## src/rtl/uart_line_status_pkg.sv

```systemverilog
package uart_line_status_pkg;

  localparam int unsigned LS_DATA_W = 8;

  typedef struct packed {
    logic brk;
    logic frm;
    logic par;
  } rxTag_t;

  typedef struct packed {
    rxTag_t                 tag;
    logic [LS_DATA_W-1:0]   data;
  } rxEntry_t;

  // strobes from control to receive storage
  typedef struct packed {
    logic push;
    logic pop;
    logic flush;
  } rxStrobe_t;

endpackage

```

## src/rtl/uart_line_status_store.sv

```systemverilog
module uart_line_status_store
  import uart_line_status_pkg::*;
#(
  parameter int unsigned DEPTH = 16
) (
  input  logic      clk,
  input  logic      rstN,
  input  rxStrobe_t stb,
  input  rxEntry_t  pushEntry,
  output rxEntry_t  headEntry
);

  localparam int unsigned PTR_W = (DEPTH > 1) ? $clog2(DEPTH) : 1;
  localparam logic [PTR_W-1:0] LAST_PTR = PTR_W'(DEPTH - 1);

  rxEntry_t         mem [DEPTH];
  logic [PTR_W-1:0] wrPtr;
  logic [PTR_W-1:0] rdPtr;

  function automatic logic [PTR_W-1:0] advance(input logic [PTR_W-1:0] p);
    return (p == LAST_PTR) ? '0 : p + PTR_W'(1);
  endfunction

  always_ff @(posedge clk or negedge rstN) begin
    if (!rstN) begin
      wrPtr <= '0;
      rdPtr <= '0;
    end else if (stb.flush) begin
      wrPtr <= '0;
      rdPtr <= '0;
    end else begin
      if (stb.push) wrPtr <= advance(wrPtr);
      if (stb.pop)  rdPtr <= advance(rdPtr);
    end
  end

  always_ff @(posedge clk) begin
    if (stb.push) mem[wrPtr] <= pushEntry;
  end

  assign headEntry = mem[rdPtr];

endmodule

```

## src/rtl/uart_line_status_ctrl.sv

```systemverilog
module uart_line_status_ctrl
  import uart_line_status_pkg::*;
#(
  parameter int unsigned DEPTH = 16
) (
  input  logic      clk,
  input  logic      rstN,
  input  logic      fifoEn,
  input  logic      thrIntEn,
  input  logic      rxPush,
  input  rxTag_t    rxTag,
  input  logic      rhrRead,
  input  logic      lsrRead,
  input  logic      thrWrite,
  input  logic      tsrLoad,
  input  logic      tsrIdle,
  input  rxTag_t    headTag,
  output rxStrobe_t stb,
  output logic [7:0] lineStatus,
  output logic      txReadyIrq
);

  localparam int unsigned CNT_W = $clog2(DEPTH + 1);
  localparam logic [CNT_W-1:0] FULL_CNT = CNT_W'(DEPTH);
  localparam logic [CNT_W-1:0] ONE_CNT  = CNT_W'(1);

  logic             fifoEnQ;
  logic [CNT_W-1:0] rxCount;
  logic [CNT_W-1:0] txCount;
  logic [CNT_W-1:0] errCount;
  logic             overrun;
  logic             headSeen;
  logic             brkHold;

  logic [CNT_W-1:0] cap;
  logic             flush;
  logic             rxFull;
  logic             brkDup;
  logic             pushOk;
  logic             ovrSet;
  logic             popOk;
  logic             pushTagged;
  logic             popTagged;
  logic             headNew;
  logic             txDec;
  logic             txInc;
  logic             rxEmpty;
  logic             txEmpty;
  rxTag_t           shownTag;

  always_comb begin
    cap        = fifoEn ? FULL_CNT : ONE_CNT;
    flush      = (fifoEn != fifoEnQ);
    rxEmpty    = (rxCount == '0);
    rxFull     = (rxCount >= cap);
    brkDup     = fifoEn && rxTag.brk && brkHold;
    pushOk     = rxPush && !flush && !brkDup && !rxFull;
    ovrSet     = rxPush && !flush && !brkDup && rxFull;
    popOk      = rhrRead && !flush && !rxEmpty;
    pushTagged = pushOk && (|rxTag);
    popTagged  = popOk && (|headTag);
    headNew    = popOk || (pushOk && rxEmpty);
    txEmpty    = (txCount == '0);
    txDec      = tsrLoad && !flush && !txEmpty;
    txInc      = thrWrite && !flush && ((txCount < cap) || txDec);
  end

  assign stb.push  = pushOk;
  assign stb.pop   = popOk;
  assign stb.flush = flush;

  always_ff @(posedge clk or negedge rstN) begin
    if (!rstN) begin
      fifoEnQ  <= 1'b0;
      rxCount  <= '0;
      txCount  <= '0;
      errCount <= '0;
      overrun  <= 1'b0;
      headSeen <= 1'b0;
      brkHold  <= 1'b0;
    end else begin
      fifoEnQ <= fifoEn;
      if (flush) begin
        rxCount  <= '0;
        txCount  <= '0;
        errCount <= '0;
        overrun  <= 1'b0;
        headSeen <= 1'b0;
        brkHold  <= 1'b0;
      end else begin
        rxCount  <= rxCount + CNT_W'(pushOk) - CNT_W'(popOk);
        txCount  <= txCount + CNT_W'(txInc) - CNT_W'(txDec);
        errCount <= errCount + CNT_W'(pushTagged) - CNT_W'(popTagged);
        if (ovrSet)       overrun <= 1'b1;
        else if (lsrRead) overrun <= 1'b0;
        if (headNew)      headSeen <= 1'b0;
        else if (lsrRead) headSeen <= 1'b1;
        if (rxPush)       brkHold <= rxTag.brk;
      end
    end
  end

  always_comb begin
    shownTag = (rxEmpty || headSeen) ? '0 : headTag;
    lineStatus = {(errCount != '0), (txEmpty && tsrIdle), txEmpty,
                  shownTag.brk, shownTag.frm, shownTag.par,
                  overrun, !rxEmpty};
    txReadyIrq = thrIntEn && txEmpty;
  end

endmodule

```

## src/rtl/uart_line_status.sv

```systemverilog
module uart_line_status
  import uart_line_status_pkg::*;
#(
  parameter int unsigned DEPTH = 16
) (
  input  logic       clk,
  input  logic       rstN,
  input  logic       fifoEn,
  input  logic       thrIntEn,
  input  logic       rxPush,
  input  logic [7:0] rxData,
  input  logic       rxParErr,
  input  logic       rxFrmErr,
  input  logic       rxBreak,
  input  logic       rhrRead,
  input  logic       lsrRead,
  input  logic       thrWrite,
  input  logic       tsrLoad,
  input  logic       tsrIdle,
  output logic [7:0] lineStatus,
  output logic [7:0] rxDataOut,
  output logic       txReadyIrq
);

  rxStrobe_t stb;
  rxTag_t    inTag;
  rxEntry_t  pushEntry;
  rxEntry_t  headEntry;

  assign inTag     = '{brk: rxBreak, frm: rxFrmErr, par: rxParErr};
  assign pushEntry = '{tag: inTag, data: rxData};
  assign rxDataOut = headEntry.data;

  uart_line_status_ctrl #(.DEPTH(DEPTH)) u_ctrl (
    .clk        (clk),
    .rstN       (rstN),
    .fifoEn     (fifoEn),
    .thrIntEn   (thrIntEn),
    .rxPush     (rxPush),
    .rxTag      (inTag),
    .rhrRead    (rhrRead),
    .lsrRead    (lsrRead),
    .thrWrite   (thrWrite),
    .tsrLoad    (tsrLoad),
    .tsrIdle    (tsrIdle),
    .headTag    (headEntry.tag),
    .stb        (stb),
    .lineStatus (lineStatus),
    .txReadyIrq (txReadyIrq)
  );

  uart_line_status_store #(.DEPTH(DEPTH)) u_store (
    .clk       (clk),
    .rstN      (rstN),
    .stb       (stb),
    .pushEntry (pushEntry),
    .headEntry (headEntry)
  );

endmodule

```

## config.mk

```make
export PLATFORM = sky130hd
export DESIGN_NAME = uart_line_status
export DESIGN_NICKNAME = d
export VERILOG_FILES = /design/src/rtl/uart_line_status_pkg.sv /design/src/rtl/uart_line_status_store.sv /design/src/rtl/uart_line_status_ctrl.sv /design/src/rtl/uart_line_status.sv
export SDC_FILE = /design/constraint.sdc
export NUM_CORES = 1
export LEC_CHECK = 0
export BUFFER_PORTS_ARGS = -buffer_cell sky130_fd_sc_hd__buf_2
export CAP_MARGIN = 20
export CORE_MARGIN = 2
export CORE_UTILIZATION = 60
export CTS_CLUSTER_SIZE = 10
export DETAILED_ROUTE_END_ITERATION = 10
export GPL_TIMING_DRIVEN = 0
export PLACE_DENSITY = 0.89
export SYNTH_ARGS = -nofsm -noshare
export SYNTH_HDL_FRONTEND = slang
export SYNTH_SLANG_ARGS = --single-unit
```

## constraint.sdc

```tcl
create_clock -name clk -period 4.6 [get_ports clk]
set_input_delay 0.23 -clock clk [delete_from_list [all_inputs] [get_ports clk]]
set_output_delay 0.23 -clock clk [all_outputs]
set_load 0.01 [all_outputs]
```

* Yosys cells after proc, flatten, opt, wreduce, memory -nomap -nowiden
Memories as Yosys holds them, arrays and structs flattened.
Index checks and enable logic that the tools add are counted.
** Operators by class
- Reduce and logical (&&, ||, !) cells :: 35
- Order comparisons :: 2
- Add/subtract/negate cells :: 8
- Muxes and demuxes :: 21
- Equal/unequal tests :: 3
** Operators with widths (count)
- $mux 4 :: 6
- $mux 5 :: 4
- $logic_and 1x1->1 :: 17
- $add 5x1->5 :: 3
- $sub 5x1->5 :: 3
- $logic_not 5->1 :: 2
- $mux 1 :: 10
- $add 4x1->4 const B :: 2
- $eq 4x4->1 const B :: 2
- $reduce_bool 2->1 :: 3
- $reduce_bool 3->1 :: 2
- $reduce_or 3->1 :: 2
- $ge 5x5->1 :: 1
- $logic_not 1->1 :: 5
- $lt 5x5->1 :: 1
- $reduce_bool 5->1 :: 1
- $logic_or 1x1->1 :: 3
- $mux 3 :: 1
- $ne 1x1->1 :: 1
** Word-level totals
- Memories :: 1
- Register bits after elaboration :: 27
- Word-level logic and storage cells :: 79
- Memory bits (writable) :: 176
** Memory list
- u_store.mem :: words 16, width 11, rd ports 1, clocked after memory_dff 0, wr ports 1, RTL line uart_line_status_store.sv:16 : rxEntry_t mem [DEPTH];

* Depth between registers and ports, before layout
- Depth in word-level cells :: 9
- Mapped depth :: 17
- Depth with buffers taken out :: 16

* Hierarchy
Synthesis repeated with hierarchy kept, for this count alone.
** Second synthesis, totals
- Cell total of the unflattened synthesis :: 543
- Area, all modules :: 8774.7 um^2
** Modules (own cells, without submodules)
- uart_line_status_store :: seq. area each 5485.3 um^2, area each 7285.7 um^2, cells each 390, times used 1
- uart_line_status_ctrl :: seq. area each 475.5 um^2, area each 1488.9 um^2, cells each 153, times used 1

* Worst setup path before layout
OpenSTA, ideal clock, no wires.
- Path kind :: reg-to-reg
- Start :: register u_store.rdPtr[0]
- End :: register u_ctrl.errCount[4]
- Path buffers :: 1
- Required time :: 4.521 ns
- Library setup time :: 0.079 ns
- Slack :: 1.395 ns
- Clock period less this slack :: 3.205 ns
- Stages on the path, launching flop included :: 15
- Data arrival time :: 3.126 ns
- Cell sequence :: dfrtp_1 buf_4 mux4_2 mux4_2 o21a_1 ha_1 inv_1 ha_1 inv_1 fa_1 inv_1 a21oi_1 nor2_1 or3_1 a21oi_1
** Between the ends
- Longest elaborated chain between the ends :: 5
** Ends and longest elaborated chain
- from (decl) :: RTL line uart_line_status_store.sv:18 : logic [PTR_W-1:0] rdPtr;
- from (signal assigned) :: RTL line uart_line_status_store.sv:33 : if (stb.pop) rdPtr <= advance(rdPtr);
- $mem_v2 16x11
- $reduce_or 3->1 :: RTL line uart_line_status_ctrl.sv:61 : popTagged = popOk && (|headTag);
- $logic_and 1x1->1 :: RTL line uart_line_status_ctrl.sv:61
- $sub 5x1->5 :: RTL line uart_line_status_ctrl.sv:93 : errCount <= errCount + CNT_W'(pushTagged) - CNT_W'(popTagged);
- $mux 5 :: RTL line uart_line_status_ctrl.sv:83 : if (flush) begin
- to (signal assigned) :: RTL line uart_line_status_ctrl.sv:93
- to (decl) :: RTL line uart_line_status_ctrl.sv:30 : logic [CNT_W-1:0] errCount;
No other way between the ends.
A chain may end at the register's enable or synchronous reset.

* Worst setup path in the final report
- Start :: register u_store.rdPtr[1]
- End :: register u_ctrl.errCount[4]
Same word-level chain as after synthesis.

==> flow_summary.toml <==
[status]
status = "finished clean"

[power]
power.density_nw_per_um2 = 511
p_comb_share_pct = 24.1
intPower_mw = 3.62
clock_power_share_pct = 32.9
p_leak_nw = 3.44
p_seq_share_pct = 43.0
ir_worst_vdd_v = 0.000284
swShare_pct = 27.7
p_switching_mw = 1.39

[place]
dpl.hpwl_um = 11600
dp_slack_ns = 0.877
port_buffers = 37
routabilityCongestion = 0.849
placed_cell_area_um2 = 9080

[timing]
maxSlewViolCount = 0
setup_tns_ns = 0
worst_pin_slew_ns = 1.07
fmax_mhz = 252
max_slew_margin_pct = 28.5
period_share_pct = 86.3
rsz0062_at_grt = "no"
hold_violations = 0
fin_hold_ws_ns = 0.0300
fin_crit_ns = 3.97
skew_ns = 0.0137
fin_ws_ns = 0.629
setup_violations = 0

[clock_tree]
ctsRootBufferMaster = "clkbuf_16"
clkSinkCount = 203
cts_max_level = 1
clk_latency_ns = 0.51
tritoncts = "done"
cts.reportedPaths.clkPinSlew_ns = 0.06
clk_path_buf_depth = 3
cts_buffers = 24
post_cts_buffers = 0

[finish]
diodes = 0
nets = 603
finalInstanceArea_um2 = 9780
drive_gt1_share_pct = 24.2
syn2layout_area_growth_pct = 13.4

[routing]
drt_pass1_iterations = 8
ant_nets = 0
drc = 0
routed_wl_um = 20100
vias_per_cell = 6.61
wire_per_inst_um = 27.3
vias = 4880
drtIter0Drc = 785

[grt]
grt_pass1_vias = 5116
grt_max_degree = 28
antenna_found_initial = 0
grt_usage_pct = 27.5
overflow = 0
grt_pass1_wl_um = 30100

[yosys]
synth_edf_count = 176
avgSynthCellArea_um2 = 18.0
syn_nets = 534
async_flop_share_pct = 13.3
synth_seq_cells = 203
syn_inst = 480
ys.warnings.count = 0
yosysSeqAreaShare_pct = 69.1
netlist_area_um2 = 8630
synth_cell_type_count = 41
synth_ff_type = "edfxtp_1"

[floorplan]
coreArea_um2 = 14000
die_area_um2 = 15400
io_pins = 38
fp.dieH_um = 124
start_util_pct = 61.7
die_x_um = 124
row_count = 43

[run]
cap_viol_max_count = 0

[critical_path]
end_kind = "register"
startpoint_type = "register"
crit_required_ns = 5.02
critPathKind = "register to register"
cp_max_fo = 10
worstPathArrival_ns = 4.39

[min_path]
hold_class = "input pin to register"
## timing repair
action                                 in CTS  in global routing
hold buffers                                3                  0
resized for setup                           0                  0
endpoints found under the hold margin      29                  0
## kinds of logic (layout without fill, tap and decap cells)
| kind of cell | Yosys count | count (layout) | share of synthesized area (%) |
|---|---|---|---|
| buffers and inverters | 51 | 129 | 2.52 |
| AO/OA/AOI/OAI | 39 | 39 | 2.68 |
| AND/OR/NAND/NOR | 87 | 87 | 5.29 |
| flip-flops | 203 | 203 | 69.1 |
| multiplexers | 55 | 55 | 14.1 |
| XOR/XNOR | 12 | 12 | 1.31 |
| adder cells (fa/ha/maj) | 33 | 33 | 5.05 |
## power by group through the flow
stage                     Clock, mW  Combinational (mW)  Sequential, mW
after global placement            0                1.09            2.17
after floorplan                   0               0.851            2.17
final                          1.65                1.21            2.15
after detailed placement          0                1.16            2.18
after global routing           1.73                1.31            2.16
after CTS                      1.65                1.20            2.15
## cells in the mapped netlist, drive strengths merged (3+ instances only)
library cell	n	area, um^2
edfxtp	176	5290
mux4	53	1190
ha	30	375
inv	30	113
dfrtp	27	676
nor2	26	97.6
a21oi	17	85.1
and2	13	81.3
buf	13	75.1
and3	11	68.8
nand2	11	41.3
o21ai	9	45.0
xor2	8	70.1
clkbuf	7	26.3
nand3	7	35.0
nor3	5	30.0
or3	5	31.3
xnor2	4	42.6
fa	3	60.1
## cell usage in the layout (no fill, tap or decap), types with 2 or more instances in the layout
master and n:
buf_4 5, buf_1 2, a22oi_1 2, a21oi_1 17, and3_1 11, o21ai_0 8, clkbuf_16 25, nor2b_1 2
buf_2 43, dlygate4sd3_1 3, inv_1 30, mux4_2 53, nor4_2 2, o21a_1 2, clkbuf_1 16, nand3b_1 2
nand2_1 11, or3_1 5, and2_1 13, mux2i_1 2, buf_6 3, a211oi_1 2, nor2_1 26, dfrtp_1 27
xor2_1 8, edfxtp_1 176, o31ai_1 2, fa_1 3, ha_1 30, nor3_1 4, xnor2_1 3, nand3_1 7
## stage by stage
| stage | total power [mW] | util, % | cells |
|---|---|---|---|
| floorplan | 3.02 | - | 480 |
| global placement | 3.27 | 64.6 | 697 |
| detailed placement | 3.34 | 64.9 | 700 |
| CTS | 5.00 | 69.9 | 738 |
| global route | 5.20 | 69.9 | 738 |
| finish | 5.00 | 69.9 | 738 |
## final timing paths
check | startpoint | cells past startpoint | slack, ns | end
setup / recovery | u_store.rdPtr[1] | 16 | 0.63 | u_ctrl.errCount[4]
hold / removal | rxPush | 3 | 0.03 | u_ctrl.brkHold
setup reg to reg | u_store.rdPtr[1] | 16 | 0.63 | u_ctrl.errCount[4]
hold reg to reg | u_ctrl.brkHold | 2 | 0.54 | u_ctrl.brkHold
max in group asynchronous | rstN | 2 | 3.89 | u_ctrl.rxCount[4]
min in group asynchronous | rstN | 2 | 0.28 | u_ctrl.errCount[0]
## critical path, stage by stage (launching register included)
cell      delay, ns
dfrtp_1        0.38
clkbuf_1       0.74
mux4_2         0.45
a22oi_1        0.21
and3_1         0.26
nand2_1        0.07
o21a_1         0.17
ha_1           0.27
inv_1          0.04
ha_1           0.22
inv_1          0.07
fa_1           0.22
inv_1          0.05
a21oi_1        0.13
nor2_1         0.08
or3_1          0.37
a21oi_1        0.16
## layout make-up
type | count | area, um^2
Buffer | 20 | 101
Multi-Input combinational cell | 226 | 2460
Sequential cell | 203 | 5960
Tap cell | 180 | 225
Timing Repair Buffer | 43 | 249
Inverter | 31 | 116
Clock buffer | 34 | 659
Clock inverter | 1 | 7.51
Fill cell | 813 | 4210
## registers in the layout, indices dropped and copies added, names as in the netlist
register         count
u_store.mem        176
u_ctrl.rxCount       5
u_ctrl.txCount       5
u_store.wrPtr        4
u_ctrl.overrun       1
u_ctrl.errCount      5
u_store.rdPtr        4
u_ctrl.headSeen      1
u_ctrl.fifoEnQ       1
u_ctrl.brkHold       1
## layer usage
| layer | GRT usage [%] | routed length, um | vias up |
|---|---|---|---|
| li1 | - | - | 2002 |
| met3 | 4.58 | 1990 | 71 |
| met2 | 46.9 | 10200 | 351 |
| met5 | 0 | 0 | - |
| met1 | 35.0 | 7140 | 2456 |
| met4 | 12.2 | 765 | 0 |
(Power assumes the default switching activity.)
